==> src/rtl/fmt_pkg.sv <==
package fmt_pkg;
  // range-limit format codes
  localparam logic [2:0] CLAMP_OFF  = 3'd0;
  localparam logic [2:0] CLAMP_8    = 3'd1;
  localparam logic [2:0] CLAMP_10   = 3'd2;
  localparam logic [2:0] CLAMP_12   = 3'd3;
  localparam logic [2:0] CLAMP_PROG = 3'd7;

  // depth-cut codes
  localparam logic [1:0] TRUNC_6 = 2'd0;
  localparam logic [1:0] TRUNC_8 = 2'd1;

  // widening source selection
  localparam logic EXP_FROM_10 = 1'b0;
  localparam logic EXP_FROM_8  = 1'b1;

  // video range limits at each native depth
  localparam int unsigned LIM8_LO  = 16;
  localparam int unsigned LIM8_HI  = 235;
  localparam int unsigned LIM10_LO = 64;
  localparam int unsigned LIM10_HI = 940;
  localparam int unsigned LIM12_LO = 256;
  localparam int unsigned LIM12_HI = 3760;
endpackage

==> src/rtl/fmt_expand.sv <==
module fmt_expand #(
  parameter int unsigned CW = 12
) (
  input  logic [CW-1:0] din,
  input  logic          en,
  input  logic          mode,
  output logic [CW-1:0] dout
);
  import fmt_pkg::*;

  localparam int unsigned SW_A = 8;
  localparam int unsigned SW_B = 10;

  logic [CW-1:0] rep_a;
  logic [CW-1:0] rep_b;

  // bit k from the top takes source bit (k mod width) from the top
  for (genvar k = 0; k < CW; k++) begin : g_rep
    assign rep_a[CW-1-k] = din[SW_A-1-(k % SW_A)];
    assign rep_b[CW-1-k] = din[SW_B-1-(k % SW_B)];
  end

  always_comb begin
    if (!en)                    dout = din;
    else if (mode == EXP_FROM_8) dout = rep_a;
    else                        dout = rep_b;
  end
endmodule

==> src/rtl/fmt_clamp.sv <==
module fmt_clamp #(
  parameter int unsigned CW = 12
) (
  input  logic [CW-1:0] din,
  input  logic          en,
  input  logic [2:0]    fmt,
  input  logic [CW-1:0] prog_lo,
  input  logic [CW-1:0] prog_hi,
  output logic [CW-1:0] dout
);
  import fmt_pkg::*;

  // presets left-aligned to the component width
  localparam logic [CW-1:0] P8_LO  = CW'(LIM8_LO  << (CW-8));
  localparam logic [CW-1:0] P8_HI  = CW'(LIM8_HI  << (CW-8));
  localparam logic [CW-1:0] P10_LO = CW'(LIM10_LO << (CW-10));
  localparam logic [CW-1:0] P10_HI = CW'(LIM10_HI << (CW-10));
  localparam logic [CW-1:0] P12_LO = CW'(LIM12_LO << (CW-12));
  localparam logic [CW-1:0] P12_HI = CW'(LIM12_HI << (CW-12));

  logic          active;
  logic [CW-1:0] lim_lo;
  logic [CW-1:0] lim_hi;

  always_comb begin
    active = en;
    lim_lo = '0;
    lim_hi = '1;
    case (fmt)
      CLAMP_8:    begin lim_lo = P8_LO;   lim_hi = P8_HI;   end
      CLAMP_10:   begin lim_lo = P10_LO;  lim_hi = P10_HI;  end
      CLAMP_12:   begin lim_lo = P12_LO;  lim_hi = P12_HI;  end
      CLAMP_PROG: begin lim_lo = prog_lo; lim_hi = prog_hi; end
      default:    active = 1'b0;
    endcase
  end

  always_comb begin
    if (!active)            dout = din;
    else if (din < lim_lo)  dout = lim_lo;
    else if (din > lim_hi)  dout = lim_hi;
    else                    dout = din;
  end
endmodule

==> src/rtl/fmt_trunc.sv <==
module fmt_trunc #(
  parameter int unsigned CW = 12
) (
  input  logic [CW-1:0] din,
  input  logic          en,
  input  logic [1:0]    depth,
  output logic [CW-1:0] dout
);
  import fmt_pkg::*;

  localparam logic [CW-1:0] KEEP6 = {{6{1'b1}}, {(CW-6){1'b0}}};
  localparam logic [CW-1:0] KEEP8 = {{8{1'b1}}, {(CW-8){1'b0}}};

  always_comb begin
    dout = din;
    if (en) begin
      case (depth)
        TRUNC_6: dout = din & KEEP6;
        TRUNC_8: dout = din & KEEP8;
        default: dout = din;
      endcase
    end
  end
endmodule

==> src/rtl/pix_range_fmt.sv <==
module pix_range_fmt #(
  parameter int unsigned CW = 12,
  parameter int unsigned NC = 3
) (
  input  logic             clk,
  input  logic             rst,
  input  logic             in_valid,
  input  logic [CW*NC-1:0] in_pix,
  input  logic             exp_en,
  input  logic             exp_mode,
  input  logic             clamp_en,
  input  logic [2:0]       clamp_fmt,
  input  logic [CW*NC-1:0] clamp_lo,
  input  logic [CW*NC-1:0] clamp_hi,
  input  logic             trunc_en,
  input  logic [1:0]       trunc_depth,
  output logic             out_valid,
  output logic [CW*NC-1:0] out_pix
);
  localparam int unsigned PW = CW * NC;

  logic [PW-1:0] wide_pix;
  logic [PW-1:0] lim_pix;
  logic [PW-1:0] s1_pix;
  logic          s1_valid;
  logic [PW-1:0] cut_pix;

  for (genvar c = 0; c < NC; c++) begin : g_comp
    fmt_expand #(.CW(CW)) u_expand (
      .din  (in_pix[c*CW +: CW]),
      .en   (exp_en),
      .mode (exp_mode),
      .dout (wide_pix[c*CW +: CW])
    );

    fmt_clamp #(.CW(CW)) u_clamp (
      .din     (wide_pix[c*CW +: CW]),
      .en      (clamp_en),
      .fmt     (clamp_fmt),
      .prog_lo (clamp_lo[c*CW +: CW]),
      .prog_hi (clamp_hi[c*CW +: CW]),
      .dout    (lim_pix[c*CW +: CW])
    );

    fmt_trunc #(.CW(CW)) u_trunc (
      .din   (s1_pix[c*CW +: CW]),
      .en    (trunc_en),
      .depth (trunc_depth),
      .dout  (cut_pix[c*CW +: CW])
    );
  end

  // stage 1: widened and range-limited
  always_ff @(posedge clk) begin
    if (rst) begin
      s1_valid <= 1'b0;
      s1_pix   <= '0;
    end else begin
      s1_valid <= in_valid;
      if (in_valid) s1_pix <= lim_pix;
    end
  end

  // stage 2: depth cut, registered output
  always_ff @(posedge clk) begin
    if (rst) begin
      out_valid <= 1'b0;
      out_pix   <= '0;
    end else begin
      out_valid <= s1_valid;
      if (s1_valid) out_pix <= cut_pix;
    end
  end
endmodule

==> config.mk <==
export PLATFORM = sky130hd
export DESIGN_NAME = pix_range_fmt
export DESIGN_NICKNAME = d
export VERILOG_FILES = /design/src/rtl/fmt_pkg.sv /design/src/rtl/fmt_expand.sv /design/src/rtl/fmt_clamp.sv /design/src/rtl/fmt_trunc.sv /design/src/rtl/pix_range_fmt.sv
export SDC_FILE = /design/constraint.sdc
export NUM_CORES = 1
export LEC_CHECK = 0
export BUFFER_PORTS_ARGS = -buffer_cell sky130_fd_sc_hd__buf_2
export CAP_MARGIN = 25
export CORE_AREA = 2 2 167 169
export CTS_CLUSTER_SIZE = 20
export DETAILED_ROUTE_END_ITERATION = 8
export DIE_AREA = 0 0 169 171
export SETUP_SLACK_MARGIN = 0.4
export SLEW_MARGIN = 20
export SYNTH_ARGS = -nofsm -noshare
export SYNTH_HDL_FRONTEND = slang
export SYNTH_SLANG_ARGS = --single-unit
==> constraint.sdc <==
create_clock -name clk -period 5.78 [get_ports clk]
set_input_delay 0.578 -clock clk [delete_from_list [all_inputs] [get_ports clk]]
set_output_delay 0.578 -clock clk [all_outputs]
set_load 0.01 [all_outputs]
### Word-level counts from Yosys, hierarchy flattened

Cells that the tools add are included.

* flip-flop bits (word level): 74
* output and inout bits: 37
* input port bits: 120

* mux-type cells: 28
* reduce and logical (&&, ||, !) cells: 3
* equality and inequality tests: 5
* order comparisons: 6

Operators with widths (count)
* 12-bit 2-to-1 mux: 15
* 12-bit one-hot mux with 2 select lines: 6
* 12-bit > comparator: 3
* 12-bit less-than comparator: 3
* 6-bit one-hot mux with 2 select lines: 3
* 6-bit 2-to-1 mux: 3
* 3-bit by 2-bit equality test with 1-bit output, second input constant: 2
* 4-bit OR reduction: 1
* 3-bit by 1-bit equality test with 1-bit output, second input constant: 1
* 3-bit equality test, second input constant: 1
* 3-bit OR reduction: 1
* 2-bit by 1-bit equality test with 1-bit output, second input constant: 1
* 2-bit logical NOT: 1
* 1-bit 2-to-1 mux: 1

### Logic depth before layout (Yosys ltp)

* word-level depth: 7
* gate-level depth with buffers: 15
* gate-level depth less buffers: 11

### Modules after synthesis

Synthesis repeated with hierarchy kept, for this count alone.

* cells, all modules: 824
* area total of the unflattened synthesis: 6794.0 um^2

By module, submodules not included
* pix_range_fmt: cells each 236, instances 1, seq. area each 1481.4 um^2, area an instance 2666.3 um^2
* fmt_clamp at g_comp[0].u_clamp ...: cells each 144, instances 2, seq. area each 0.0 um^2, area an instance 1032.2 um^2
* fmt_clamp at g_comp[1].u_clamp: cells each 144, instances 1, seq. area each 0.0 um^2, area an instance 1031.0 um^2
* fmt_expand: cells each 39, instances 3, seq. area each 0.0 um^2, area an instance 245.2 um^2
* fmt_trunc: cells each 13, instances 3, seq. area each 0.0 um^2, area an instance 98.8 um^2

### Least setup slack after synthesis

Ideal clock, no wire load.

* path kind: in2reg
* start: input clamp_fmt[1]
* end: register s1_pix[34]
* data required time: 5.650 ns
* setup time: 0.130 ns
* stages on the path: 14
* slack: 2.307 ns
* data arrival time: 3.344 ns
* cells stage by stage: buf_2 > and3_1 > buf_2 > buf_2 > buf_1 > nand2_1 > ha_1 > a21o_1 > a21o_1 > a221o_1 > a221oi_1 > and2b_4 > buf_8 > a221oi_1

* word-level cells in the longest chain between the ends: 7
* elaborated cells between the ends (all ways): 14
* those cells by class: 2 x order compare; 4 x eq/ne; 6 x mux; 2 x reduce/logical

Ends and longest elaborated chain
* start: declaration: RTL line pix_range_fmt.sv:12 `input logic [2:0] clamp_fmt,`
* 3-bit by 1-bit equality test with 1-bit output / 3-bit by 2-bit equality test with 1-bit output (equally long branches): RTL line fmt_clamp.sv:29 `case (fmt)`
* 3-bit OR reduction (no source line)
* 12-bit one-hot mux with 2 select lines: RTL line fmt_clamp.sv:29
* 12-bit > comparator: RTL line fmt_clamp.sv:41 `else if (din > lim_hi) dout = lim_hi;`
* 12-bit 2-to-1 mux: RTL line fmt_clamp.sv:41
* 12-bit 2-to-1 mux: RTL line fmt_clamp.sv:40 `else if (din < lim_lo) dout = lim_lo;`
* 12-bit 2-to-1 mux *: RTL line fmt_clamp.sv:39 `if (!active) dout = din;`
* end signal: assignment: RTL line pix_range_fmt.sv:60 `if (in_valid) s1_pix <= lim_pix;`
* end: declaration: RTL line pix_range_fmt.sv:24 `logic [PW-1:0] s1_pix;`

Every way passes the cells marked *; elsewhere a longest branch is shown, timed or not.
A chain may end at the register's enable or synchronous reset.

### Final worst setup path

* start: input exp_en
* end: register s1_pix[34]

* word-level cells in the longest chain between the ends: 5
* elaborated cells between the ends (all ways): 6
* those cells by class: 2 x order compare; 4 x mux

Ends and longest elaborated chain
* start: declaration: RTL line pix_range_fmt.sv:9 `input logic exp_en,`
* 12-bit 2-to-1 mux *: RTL line fmt_expand.sv:24 `if (!en) dout = din;`
* 12-bit > comparator: RTL line fmt_clamp.sv:41
* 12-bit 2-to-1 mux: RTL line fmt_clamp.sv:41
* 12-bit 2-to-1 mux: RTL line fmt_clamp.sv:40
* 12-bit 2-to-1 mux *: RTL line fmt_clamp.sv:39

Marks and branches as above.

==> results.toml <==
[outcome]
status = "complete, no violations"

[setup_path]
r2r_start = "s1_valid"
crit_slowest_cell = "buf_2"
required_ns = 6.02
slowest_delay_ns = 0.66
path_common_cell = "a221o_1"
r2r_end = "out_pix[3]"
worstRegToRegCells = 4
crit_path_end_kind = "register"
crit_path_max_fanout = 56
rrSetupSlack_ns = 4.01
worst-path-buf-inv = 2
cp.arrival_ns = 4.00
cp_cell_sequence = "buf_2 > buf_4 > nor2_1 > a21oi_2 > ha_1 > and3_1 > a221o_1 > a221o_1 > o21ai_4 > mux2i_1 > a221oi_1"
crit_type = "primary input to register"
cp-start-kind = "primary input"
critical_path.top_delay_family = "compound AO/OA/AOI/OAI gates"

[placed_design]
dpl.hpwl_um = 18300
gp_congestion = 0.884
portBuffers = 156
place_inst = 1296
postPlaceCellArea_um2 = 7590

[sta]
hold_violations = 0
report.final.slew_viol_count = 0
finClkSkew_ns = 0.00605
finalSetupTns_ns = 0
rsz0062_at_grt = "false"
relSlewSlack_pct = 39.1
final.period_utilization_pct = 65.0
max_freq_mhz = 266
worst_pin_slew_ns = 0.911
post-route-min-period_ns = 3.76
setup_viol_count_final = 0

[route]
wirelength_um = 22900
drc_errors = 0
first_iter_violations = 488
antenna_left = 0
via_per_inst = 5.03
firstDrtPassIters = 5
dr_total_vias = 6589
wl_per_cell_um = 17.5

[worst_hold_path]
min_from = "out_pix[21]"
min_path_type = "register to register"
whs_path_depth = 2
hold_end = "out_pix[21]"

[power_and_ir_drop]
pwr_density_cell_nw_per_um2 = 210
peakVddDrop_v = 0.000131
leakagePower_nw = 3.76
finalPower_mw = 1.66

[clock_network]
hold_buffers = 0
tritoncts = "done"
htreeDepth = 3
cts_sinks = 74
cts_buffer_depth = 2
post_cts_buffers = 0
path_clk_slew_ns = 0.06
cts_root_buffer = "clkbuf_16"
clk_latency_ns = 0.34
numCtsBuffers = 9
postCtsResizedCells = 0

[layout]
nets = 1150
post-route-util_pct = 28.9
drive_above_1_share_pct = 21.8
final_area_um2 = 7900
area_growth_pct = 19.0
stdcell_count = 1311

[global_routing]
antenna_found_initial = 1
grt_pass1_wl_um = 34700
grtUsageMet2_pct = 29.5
use_met1_pct = 18.3
grt_pass1_vias = 6294
grt-busiest-layer = "met2"
grt_max_degree = 76
grt_use_total_pct = 15.6
grt_use_met3_pct = 2.75
gr-total-overflow = 0

[synthesis]
synth_area_um2 = 6640
synth_common_cells = "nor2_1, mux2i_1, dfxtp_1"
synth_enable_flop_cells = 0
synth_top_cell_by_area = "dfxtp_1"
syn_inst = 842
synth.top_cell.area_share_pct = 22.3
syn_area_per_cell_um2 = 7.89
synth-seq-area-share_pct = 22.3
ys_warn_count = 0
synth.area.top_cells = "dfxtp_1, ha_1, mux2i_1"
yosysMostFrequentCell = "nor2_1"
synth_nets = 1031
ys_seq_elements = 74
ys.flop_type = "dfxtp_1"
synth_cell_types = 59
async_flop_share_pct = 0

[floorplanning]
num_rows = 61
initial_core_util_pct = 24.3
dieWidth_um = 169
ios = 157
core-area_um2 = 27300
die_y_um = 171
dieArea_um2 = 28900

[job]
maxCapViolCount = 0
-- cells in the final DEF (no fill, tap or decap), types with 10 or more instances in the layout --
| master | instances |
|---|---|
| a211o_1 | 23 |
| dfxtp_1 | 73 |
| a221oi_2 | 10 |
| inv_1 | 32 |
| buf_2 | 156 |
| nor2_1 | 150 |
| o21ai_1 | 14 |
| o21ai_0 | 16 |
| mux2i_1 | 77 |
| nand2b_1 | 13 |
| ha_1 | 69 |
| a21oi_1 | 67 |
| a21oi_2 | 11 |
| nand2_1 | 64 |
| nor2b_1 | 25 |
| nand4_1 | 11 |
| a221oi_1 | 17 |
| a21o_1 | 27 |
-- layer usage --
layer | share of wire [%] | vias to the layer above
li1 | - | 3293
met1 | 41 | 3095
met2 | 52 | 182
met3 | 5.6 | 19
met4 | 1.2 | 0
met5 | 0 | -
-- through the flow --
stage	hold slack [ns]	worst slack [ns]
floorplan	0.456	2.31
global route	0.524	1.76
detailed placement	0.479	1.72
global placement	0.473	1.80
finish	0.489	2.02
CTS	0.496	2.07
-- how the worst max path moves through the flow --
stage / startpoint / endpoint / slack [ns] / cells past startpoint
4_1_cts: exp_en / s1_pix[24] / 2.07 / 11
6_report: exp_en / s1_pix[34] / 2.02 / 11
3_5_place_dp: exp_en / s1_pix[34] / 1.72 / 11
2_1_floorplan: clamp_fmt[1] / s1_pix[34] / 2.31 / 14
3_3_place_gp: exp_en / s1_pix[34] / 1.80 / 11
5_1_grt: exp_en / s1_pix[34] / 1.76 / 11
-- flip-flops by register name, summed over array words and instances (netlist names) --
register and count:
out_pix 36, s1_pix 36, out_valid 1, s1_valid 1
-- cell type report --
class,instances,area (µm²)
Timing Repair Buffer,165,848
Clock buffer,11,243
Tap cell,346,433
Fill cell,3014,19400
Multi-Input combinational cell,679,4710
Antenna cell,1,2.50
Clock inverter,3,65.1
Inverter,32,120
Sequential cell,74,1480
-- worst reg2reg max path: cells and delay by family, from the launching register on --
kind | cells | cell delay (ns)
simple gates | 2 | 0.60
flops | 1 | 0.57
compound gates | 1 | 0.13
buf+inv | 1 | 0.39
-- cell families after synthesis --
family / count (synthesis) / synth area share, %
AOI/OAI and AO/OA: 235 / 26.0
adders and majority gates: 69 / 13.0
buffers and inverters: 89 / 6.84
DFF: 74 / 22.3
muxes: 81 / 12.3
and+or+nand+nor: 294 / 19.6
-- where the power goes --
part,leakage [nW],switching [mW],internal [mW]
registers,0.609,0.0237,0.545
logic,3.00,0.293,0.204
clock network,0.151,0.210,0.384
total,3.76,0.526,1.13
Power figures use the tool's default switching activity.
